### src/rtl/xcu_pkg.sv
package xcu_pkg;

  typedef enum logic [1:0] {
    SRC_DACK_EDGE = 2'd0,
    SRC_REQ_PULSE = 2'd1,
    SRC_ACK_PULSE = 2'd2
  } strobe_src_e;

  // Role/phase to counting-strobe source
  function automatic strobe_src_e pick_src(input logic is_target,
                                           input logic is_in,
                                           input logic is_sync);
    strobe_src_e s;
    if (is_target) begin
      s = is_in ? SRC_DACK_EDGE : SRC_REQ_PULSE;
    end else if (is_in && !is_sync) begin
      s = SRC_ACK_PULSE;
    end else begin
      s = SRC_DACK_EDGE;
    end
    return s;
  endfunction

endpackage

### src/rtl/xcu_host_regs.sv
module xcu_host_regs #(
  parameter int CNT_W  = 16,
  localparam int NBYTE = CNT_W / 8,
  localparam int AW    = (NBYTE > 1) ? $clog2(NBYTE) : 1
) (
  input  logic             clk,
  input  logic [AW-1:0]    reg_addr,
  input  logic             reg_wr,
  input  logic [7:0]       reg_wdata,
  input  logic [CNT_W:0]   cur_cnt,
  output logic [CNT_W-1:0] start_val,
  output logic [7:0]       reg_rdata
);

  logic [7:0] lane_q [NBYTE];
  logic [7:0] lane_d [NBYTE];
  logic       lane_en [NBYTE];

  // Start length lanes: no reset, value kept across all resets
  for (genvar g = 0; g < NBYTE; g++) begin : g_lane
    always_comb begin
      lane_en[g] = reg_wr && (reg_addr == AW'(g));
      lane_d[g]  = lane_en[g] ? reg_wdata : lane_q[g];
    end

    always_ff @(posedge clk) begin
      lane_q[g] <= lane_d[g];
    end

    assign start_val[8*g +: 8] = lane_q[g];
  end

  // Reads return the working counter
  always_comb begin
    reg_rdata = 8'h00;
    for (int i = 0; i < NBYTE; i++) begin
      if (reg_addr == AW'(i)) reg_rdata = cur_cnt[8*i +: 8];
    end
  end

endmodule

### src/rtl/xcu_strobe_sel.sv
module xcu_strobe_sel #(
  parameter bit DACK_ACT_HIGH = 1'b1
) (
  input  logic clk,
  input  logic rst_n,
  input  logic role_target,
  input  logic phase_in,
  input  logic sync_xfer,
  input  logic dack,
  input  logic req_cnt,
  input  logic ack_cnt,
  output logic dec_strobe
);
  import xcu_pkg::*;

  logic        dack_act;
  logic        dack_q;
  logic        dack_d;
  logic        dack_edge;
  strobe_src_e src;

  if (DACK_ACT_HIGH) begin : g_hi
    assign dack_act = dack;
  end else begin : g_lo
    assign dack_act = ~dack;
  end

  always_comb begin
    dack_d    = dack_act;
    dack_edge = dack_act && !dack_q;
  end

  always_ff @(posedge clk or negedge rst_n) begin
    if (!rst_n) dack_q <= 1'b0;
    else        dack_q <= dack_d;
  end

  always_comb begin
    src = pick_src(role_target, phase_in, sync_xfer);
    unique case (src)
      SRC_DACK_EDGE: dec_strobe = dack_edge;
      SRC_REQ_PULSE: dec_strobe = req_cnt;
      SRC_ACK_PULSE: dec_strobe = ack_cnt;
      default:       dec_strobe = 1'b0;
    endcase
  end

endmodule

### src/rtl/xcu_down_counter.sv
module xcu_down_counter #(
  parameter int CNT_W = 16
) (
  input  logic             clk,
  input  logic             rst_n,
  input  logic             clr,
  input  logic             load,
  input  logic [CNT_W-1:0] load_val,
  input  logic             dec,
  input  logic             word,
  output logic [CNT_W:0]   cnt,
  output logic             tc
);

  localparam logic [CNT_W:0] FULL = {1'b1, {CNT_W{1'b0}}};

  logic [CNT_W:0] cnt_q, cnt_d;
  logic           armed_q, armed_d;
  logic [CNT_W:0] step;
  logic           cnt_en;

  assign tc = armed_q && (cnt_q == '0);

  always_comb begin
    step    = word ? (CNT_W+1)'(2) : (CNT_W+1)'(1);
    cnt_d   = cnt_q;
    armed_d = armed_q;
    cnt_en  = 1'b0;
    if (clr) begin
      cnt_d   = '0;
      armed_d = 1'b0;
      cnt_en  = 1'b1;
    end else if (load) begin
      cnt_d   = (load_val == '0) ? FULL : {1'b0, load_val};
      armed_d = 1'b1;
      cnt_en  = 1'b1;
    end else if (dec && !tc) begin
      cnt_d  = (cnt_q < step) ? '0 : (cnt_q - step);
      cnt_en = 1'b1;
    end
  end

  always_ff @(posedge clk or negedge rst_n) begin
    if (!rst_n) begin
      cnt_q   <= '0;
      armed_q <= 1'b0;
    end else if (cnt_en) begin
      cnt_q   <= cnt_d;
      armed_q <= armed_d;
    end
  end

  assign cnt = cnt_q;

endmodule

### src/rtl/xfer_count_unit.sv
module xfer_count_unit #(
  parameter int CNT_W         = 16,
  parameter bit DACK_ACT_HIGH = 1'b1,
  localparam int NBYTE        = CNT_W / 8,
  localparam int AW           = (NBYTE > 1) ? $clog2(NBYTE) : 1
) (
  input  logic          clk,
  input  logic          rst_n,
  input  logic          soft_rst,
  input  logic [AW-1:0] reg_addr,
  input  logic          reg_wr,
  input  logic [7:0]    reg_wdata,
  output logic [7:0]    reg_rdata,
  input  logic          dma_cmd,
  input  logic          role_target,
  input  logic          phase_in,
  input  logic          sync_xfer,
  input  logic          dack,
  input  logic          req_cnt,
  input  logic          ack_cnt,
  input  logic          word_xfer,
  output logic          term_cnt
);

  logic [1:0]       rst_sync_q;
  logic             rst_sync_n;
  logic [CNT_W-1:0] start_val;
  logic [CNT_W:0]   cur_cnt;
  logic             dec_strobe;

  // Asynchronous assert, synchronous release
  always_ff @(posedge clk or negedge rst_n) begin
    if (!rst_n) rst_sync_q <= 2'b00;
    else        rst_sync_q <= {rst_sync_q[0], 1'b1};
  end
  assign rst_sync_n = rst_sync_q[1];

  xcu_host_regs #(.CNT_W(CNT_W)) u_regs (
    .clk       (clk),
    .reg_addr  (reg_addr),
    .reg_wr    (reg_wr),
    .reg_wdata (reg_wdata),
    .cur_cnt   (cur_cnt),
    .start_val (start_val),
    .reg_rdata (reg_rdata)
  );

  xcu_strobe_sel #(.DACK_ACT_HIGH(DACK_ACT_HIGH)) u_sel (
    .clk         (clk),
    .rst_n       (rst_sync_n),
    .role_target (role_target),
    .phase_in    (phase_in),
    .sync_xfer   (sync_xfer),
    .dack        (dack),
    .req_cnt     (req_cnt),
    .ack_cnt     (ack_cnt),
    .dec_strobe  (dec_strobe)
  );

  xcu_down_counter #(.CNT_W(CNT_W)) u_cnt (
    .clk      (clk),
    .rst_n    (rst_sync_n),
    .clr      (soft_rst),
    .load     (dma_cmd),
    .load_val (start_val),
    .dec      (dec_strobe),
    .word     (word_xfer),
    .cnt      (cur_cnt),
    .tc       (term_cnt)
  );

endmodule

### config.mk
export PLATFORM = sky130hd
export DESIGN_NAME = xfer_count_unit
export DESIGN_NICKNAME = d
export VERILOG_FILES = /design/src/rtl/xcu_pkg.sv /design/src/rtl/xcu_host_regs.sv /design/src/rtl/xcu_strobe_sel.sv /design/src/rtl/xcu_down_counter.sv /design/src/rtl/xfer_count_unit.sv
export SDC_FILE = /design/constraint.sdc
export NUM_CORES = 1
export LEC_CHECK = 0
export ABC_CLOCK_PERIOD_IN_PS = 2170
export CAP_MARGIN = 25
export CORE_MARGIN = 1.5
export CORE_UTILIZATION = 48
export CTS_BUF_LIST = sky130_fd_sc_hd__clkbuf_16
export DETAILED_ROUTE_END_ITERATION = 10
export MAX_ROUTING_LAYER = met4
export PLACE_DENSITY = 0.77
export SKIP_LAST_GASP = 1
export SLEW_MARGIN = 20
export SYNTH_ARGS = -nofsm -noshare
export SYNTH_HDL_FRONTEND = slang
export SYNTH_SLANG_ARGS = --single-unit
### constraint.sdc
create_clock -name clk -period 2.17 [get_ports clk]
set_input_delay 0.434 -clock clk [delete_from_list [all_inputs] [get_ports clk]]
set_output_delay 0.434 -clock clk [all_outputs]
set_load 0.005 [all_outputs]
==> results by group, run 1 <==
Synthesis
  – Predominant post-synthesis flop cell: dfrtp_1
  – Library cells used by synthesis: 49
  – Ys Warns: 0
  – Synth Register Bits: 37
  – Mux cell area share after synthesis: around 6.4%
  – Top cell type's share of synthesized area: 25.9%
  – Compound-cell area share of the yosys netlist: between 10% and 20%
  – XOR/XNOR Fraction of Synth Area: less than 1%
  – Top post-synthesis cells by area: dfrtp_1 (26%), edfxtp_1 (24%), nor4_1 (4.0%)
  – Number of synthesized flops with an enable pin: 16
  – Syn Nets: roughly 220
  – Main combinational cell family by area after synthesis: simple AND/OR/NAND/NOR gates
  – Area leader, netlist: dfrtp_1
  – Sequential fraction of the synthesis area: around 50%
  – Post-synth ARST share: a little under three fifths
  – Adder-cell share of the synthesized area: about 2.2%
  – Post-Syn Area: roughly 2000 um^2
  – Syn Area/Cell: approximately 10 um^2
  – Mapped Cells: between 150 and 200
  – Simple-gate share of the synthesized area: a little over a fifth

GRT
  – GRT Util Overall: a little under a third
  – Vias in the first global route: slightly above 2,000
  – Global route overflow: 0
  – Antenna violations before repair: 0
  – First-pass GRT wire length: between 10 and 15 mm
  – Largest net degree at the start of global routing: 20

Placement
  – I/O Buffers: 29
  – DPL Wire Length: around 4.4 mm
  – Pre-CTS setup slack: -0.621 ns
  – RePlAce Congestion: 0.999

Timing
  – Worst Slack Setup Final: -0.347 ns
  – Final min period: 2.52 ns
  – RSZ-0062 raised after global routing: yes
  – Final Hold Vio Count: 0
  – Fin crit share: 116%
  – Peak Freq: about 400 MHz
  – Clk_skew: between 0.006 and 0.007 ns
  – Worst hold margin: around 0.3 ns
  – Fin. max-slew vios: 0
  – Max_slew headroom: between 40% and 50%
  – Least-Margin Pin Slew: 0.838 ns
  – Setup violations, final: 18

Clock tree
  – Clk slew on worst S/H paths: ~0.050 ns
  – CTS tree: built
  – H-tree levels: 2
  – CTS Sinks: 37
  – Clock Tree Root: clkbuf_16
  – CTS max path bufs: 2
  – Post-CTS Hold Fix Bufs: 0
  – CTS buffer count: 5
  – Worst skew pair latency: just under 0.3 ns

Die
  – Height of the die: around 70 um
  – Std-Cell Rows: 23
  – Core area: between 4000 and 5000 um^2
  – # IOs: 30
  – Initial Util: between 50% and 60%
  – Die Wd: a little under 70 um
  – Die area: about 4600 um^2

Worst setup path
  – Startpoint types: flip-flop
  – Critical Path AT: roughly 2.7 ns
  – CP max FO: 3
  – CP endpoint kind: flip-flop
  – Worst EP required: around 2.3 ns
  – Critical path class: flip-flop to flip-flop

Pwr
  – Net switching power figure: roughly 0.70 mW
  – Int Power: between 1.5 and 2 mW
  – Sequential share of power: 34.9%
  – Pleak: approximately 1.4 nW
  – Total power draw: ~2.4 mW
  – Net Sw Frac: 29.3%
  – Clock network power share: about 34%
  – P per Cell Area: about 730 nW/um^2
  – Logic pwr share: 30.7%
  – Worst VDD drop: about 0.75 mV

Run status
  – Status: finished with violations
  – Failing checks: setup timing

Route
  – Routed via count: 2,171
  – Avg WL per Cell: 20.3 um
  – Final WL: 6.95 mm
  – DR vias/cell: about 6.3
  – Antenna viol nets, final: 0
  – Starting DRT DRC Count: around 250
  – Drt first pass iters: 5
  – Remaining DRCs: 0

Layout
  – Share of cells above drive strength 1: just under 40%
  – Register Area: between 1000 and 1500 um^2
  – # fillers: roughly 230
  – Nets: ~320
  – Area taken by multi-input logic gates: between 1000 and 1500 um^2
  – Inserted Diodes: 0
  – Area Overhead vs Synth: 59.6%

Run
  – Maxcap violations: 0

Min path
  – Worst Hold Class: input pin to asynchronous set/reset pin
-- path summary, 6_finish.rpt --
| check | to | from | depth (start not counted) | slack [ns] |
|---|---|---|---|---|
| setup / recovery | u_cnt.cnt[4] | u_cnt.cnt[11] | 8 | -0.35 |
| hold / removal | rst_sync_q[1] | rst_n | 1 | 0.31 |
| setup reg to reg | u_cnt.cnt[4] | u_cnt.cnt[11] | 8 | -0.35 |
| hold reg to reg | u_cnt.cnt[1] | rst_sync_q[1] | 0 | 0.34 |
| max in group asynchronous | u_cnt.cnt[12] | rst_sync_q[1] | 0 | 1.30 |
| min in group clk | rst_sync_q[1] | rst_sync_q[0] | 0 | 0.35 |
-- registers in the layout, summed over array words and instances (netlist names) --
name and flops:
rst_sync_q 2, u_cnt.armed_q 1, u_cnt.cnt 17, u_regs.lane_q 16
u_sel.dack_q 1
-- timing repair --
action,4_1_cts,5_1_grt
gates resized for setup,39,21
pin swaps,18,8
buffers inserted,3,0
cloned,0,0
endpoints found under the setup margin,26,18
endpoints found under the hold margin,0,0
-- critical path, cell delays in order, from the launching register on --
cell     delay (ns)
dfrtp_1        0.38
or4_4          0.54
or3_4          0.36
or3_4          0.36
buf_6          0.14
a21oi_4        0.18
nor4_2         0.09
buf_4          0.16
a32o_1         0.20
-- cell usage in the layout, fill, tap and decap left out, drive strengths merged, types with 6 or more instances in the layout --
cell type and instances:
edfxtp 16, nand2 19, o21ai 7, nor4 13
dfrtp 21, mux2 7, clkdlybuf4s50 23, o31ai 6
a32o 6, nor3 9, buf 68, nor2 18
inv 8
-- area by class of cell --
cell class	count	area share, %
sequential	37	31.1
multi-input combinational	144	35.2
timing repair buffer	96	25.9
clock inverter	3	1.31
inverter	7	0.811
clock buffer	5	3.86
tap	50	1.93
-- synth_stat cells, types with 2 or more instances --
master and number:
a32o_1 6, mux2i_1 5, or3_1 2, clkbuf_1 6, nor4_1 13, nand4_1 2
mux2_2 7, o21ai_0 7, dfrtp_1 21, edfxtp_1 16, inv_1 7, o22ai_1 2
ha_1 2, nand2_1 18, a21oi_1 4, a31oi_1 3, o31ai_1 6, nor2_1 18
nor3_1 9, nand2b_1 3, nand3_1 4, and3_1 2, buf_2 4, o211ai_1 5
nor2b_1 3
-- per-layer routing --
metal,track usage (%),wire [um],vias to the layer above
met2,51.5,3340,180
met4,13.5,263,0
met3,7.73,748,33
met5,-,0,-
li1,-,-,940
met1,38.1,2600,1018
-- power groups by stage --
| stage | logic [mW] | registers [mW] | clock network [mW] |
|---|---|---|---|
| floorplan | 0.261 | 0.839 | 0 |
| global placement | 0.582 | 0.837 | 0 |
| detailed placement | 0.587 | 0.839 | 0 |
| CTS | 0.638 | 0.826 | 0.820 |
| global route | 0.762 | 0.835 | 0.860 |
| finish | 0.730 | 0.830 | 0.817 |
-- through the flow --
stage	TNS, ns	std cells	util (%)	area (um^2)
3_3_place_gp	-7.53	331	69.9	2820
6_report	-4.79	342	80.4	3240
4_1_cts	-5.96	342	77.7	3130
2_1_floorplan	-2.54	199	-	2030
3_5_place_dp	-7.85	331	69.9	2820
5_1_grt	-5.69	342	80.4	3240
-- logic make-up (layout without fill, tap and decap cells) --
| kind of cell | Yosys count | after routing |
|---|---|---|
| compound gates | 44 | 44 |
| xor+xnor | 1 | 1 |
| fa+ha+maj | 3 | 3 |
| buf+inv | 18 | 111 |
| flops | 37 | 37 |
| mux | 12 | 12 |
| other cells | 1 | 1 |
| simple gates | 83 | 83 |
Power figures use the tool's default switching activity.
==> run 2, diff against run 1 <==
CTS_BUF_LIST = unset   (was sky130_fd_sc_hd__clkbuf_16)
GPL_TIMING_DRIVEN = 0   (was unset)
==> results by group, run 2 (same netlist as run 1, synthesis figures left out) <==
Run status
  – Status: finished with violations
  – Failing checks: setup timing

Timing
  – Clk_skew: about 0.012 ns
  – Least-Margin Pin Slew: 0.823 ns
  – Fin crit share: 119%
  – Peak Freq: 388 MHz
  – Max_slew headroom: between 40% and 50%
  – Fin. max-slew vios: 0
  – Final Hold Vio Count: 0
  – Final min period: between 2 and 3 ns
  – Setup violations, final: 18
  – Setup tns final: -5.83 ns
  – RSZ-0062 raised after global routing: yes
  – Worst Slack Setup Final: -0.404 ns

GRT
  – Antenna violations before repair: 0
  – Largest net degree at the start of global routing: 20
  – First-pass GRT wire length: ~9 mm
  – GRT Util Overall: 27.9%
  – Global route overflow: 0
  – Vias in the first global route: approximately 1,800

Run
  – Maxcap violations: 0

Die
  – Die Wd: 68.0 um
  – Initial Util: roughly 50%
  – Height of the die: around 70 um
  – # IOs: 30
  – Die area: about 4600 um^2
  – Std-Cell Rows: 23
  – Core area: between 4000 and 5000 um^2

Route
  – Remaining DRCs: 0
  – DR vias/cell: 6.53
  – Antenna viol nets, final: 0
  – Avg WL per Cell: 21.0 um
  – Routed via count: 1,980
  – Starting DRT DRC Count: roughly 270
  – Drt first pass iters: 5
  – Final WL: 6.36 mm

Worst setup path
  – Reg2Reg Capture Point: u_cnt.cnt[0]
  – Worst EP required: between 1.5 and 2 ns
  – Slowest-stage cell, CP: nor4_4
  – FF-to-FF setup slack: -0.40 ns
  – CP endpoint kind: output pin
  – Critical Path AT: around 2.1 ns
  – Startpoint types: flip-flop
  – Reg-to-reg startpoint: u_cnt.cnt[6]
  – CP max FO: 6
  – Crit-path cells: nor4_4 -> nand2_2 -> or3_4 -> inv_2 -> buf_6
  – R2R cell count: 8
  – Crit path largest cell delay: between 0.5 and 0.6 ns
  – Critical path class: flip-flop to output pin

Layout
  – Commonest cells after routing, fill and taps aside: clkdlybuf4s50_1 (26), dfrtp_1 (20), nor2_1 (17), nand2_1 (16), edfxtp_1 (16)
  – Share of cells above drive strength 1: approximately 28%
  – Area Overhead vs Synth: 40.7%
  – Area taken by multi-input logic gates: around 1100 um^2
  – Fin util: 70.9%
  – Register Area: between 1000 and 1500 um^2
  – Commonest non-fill, non-tap cell in the layout: clkdlybuf4s50_1
  – Inserted Diodes: 0
  – Max reg flops: 17
  – Nets: approximately 280
  – # fillers: approximately 290

Clock tree
  – CTS tree: built
  – Post-CTS Hold Fix Bufs: 0
  – CTS Sinks: 37
  – Clock Tree Root: clkbuf_8
  – Clk slew on worst S/H paths: roughly 0.08 ns
  – Worst skew pair latency: ~0.30 ns
  – CTS max path bufs: 2
  – H-tree levels: 2
  – CTS buffer count: 5

Pwr
  – Total power draw: about 2.1 mW
  – P per Cell Area: 726 nW/um^2
  – Worst VDD drop: approximately 0.56 mV
  – Pleak: ~1.1 nW

Min path
  – Worst Hold Class: input pin to asynchronous set/reset pin

Placement
  – DPL Wire Length: between 3 and 4 mm
  – I/O Buffers: 28
  – RePlAce Congestion: around 0.98
==> run 2: timing repair <==
item,in CTS,in global routing
resized for setup,21,36
setup buffers,12,6
setup endpoints to repair,25,24
pin swaps,6,14
cloned,1,1
==> run 2: critical path, delay by kind of cell (launching register included) <==
| family | cells | cell delay (ns) |
|---|---|---|
| AND/OR/NAND/NOR | 3 | 1.20 |
| flip-flops | 1 | 0.50 |
| buffers and inverters | 2 | 0.14 |
==> run 2: worst max path at each step <==
| stage | startpoint | cells past startpoint | to |
|---|---|---|---|
| after floorplan | u_cnt.cnt[14] | 7 | u_cnt.cnt[2] |
| after global routing | u_cnt.cnt[6] | 5 | term_cnt |
| final | u_cnt.cnt[6] | 5 | term_cnt |
| after global placement | word_xfer | 10 | u_cnt.cnt[14] |
| after CTS | u_cnt.cnt[13] | 9 | u_cnt.cnt[12] |
| after detailed placement | word_xfer | 10 | u_cnt.cnt[14] |
==> run 2: final cells by class <==
type,count,share of cell area (%)
Multi-Input combinational cell,144,39.5
Sequential cell,37,35.3
Timing Repair Buffer,48,15.8
Clock buffer,6,2.89
Tap cell,50,2.19
Buffer,9,2.10
Clock inverter,2,1.31
Inverter,7,0.920
==> run 2: per-layer routing <==
layer | share of wire, % | up-vias | routed length (um) | GRT usage [%]
li1 | - | 868 | - | -
met5 | 0 | - | 0 | -
met4 | 3.8 | 0 | 239 | 12.8
met2 | 49 | 151 | 3080 | 44.1
met3 | 11 | 29 | 668 | 9.38
met1 | 37 | 932 | 2370 | 32.2
==> run 2: per-stage QoR <==
step | setup slack [ns] | std cells | area, um^2 | hold WS (ns)
after detailed placement | -0.924 | 277 | 2380 | 0.344
final | -0.404 | 303 | 2860 | 0.298
after global placement | -0.946 | 277 | 2370 | 0.335
after CTS | -0.515 | 298 | 2650 | 0.297
after global routing | -0.471 | 303 | 2860 | 0.295
after floorplan | -0.227 | 199 | 2030 | 0.138
==> run 2: power breakdown <==
| group | switching [mW] | total (mW) | internal [mW] |
|---|---|---|---|
| sequential | 0.0809 | 0.868 | 0.787 |
| combinational | 0.299 | 0.567 | 0.268 |
| clock | 0.265 | 0.639 | 0.374 |
| total | 0.645 | 2.07 | 1.43 |
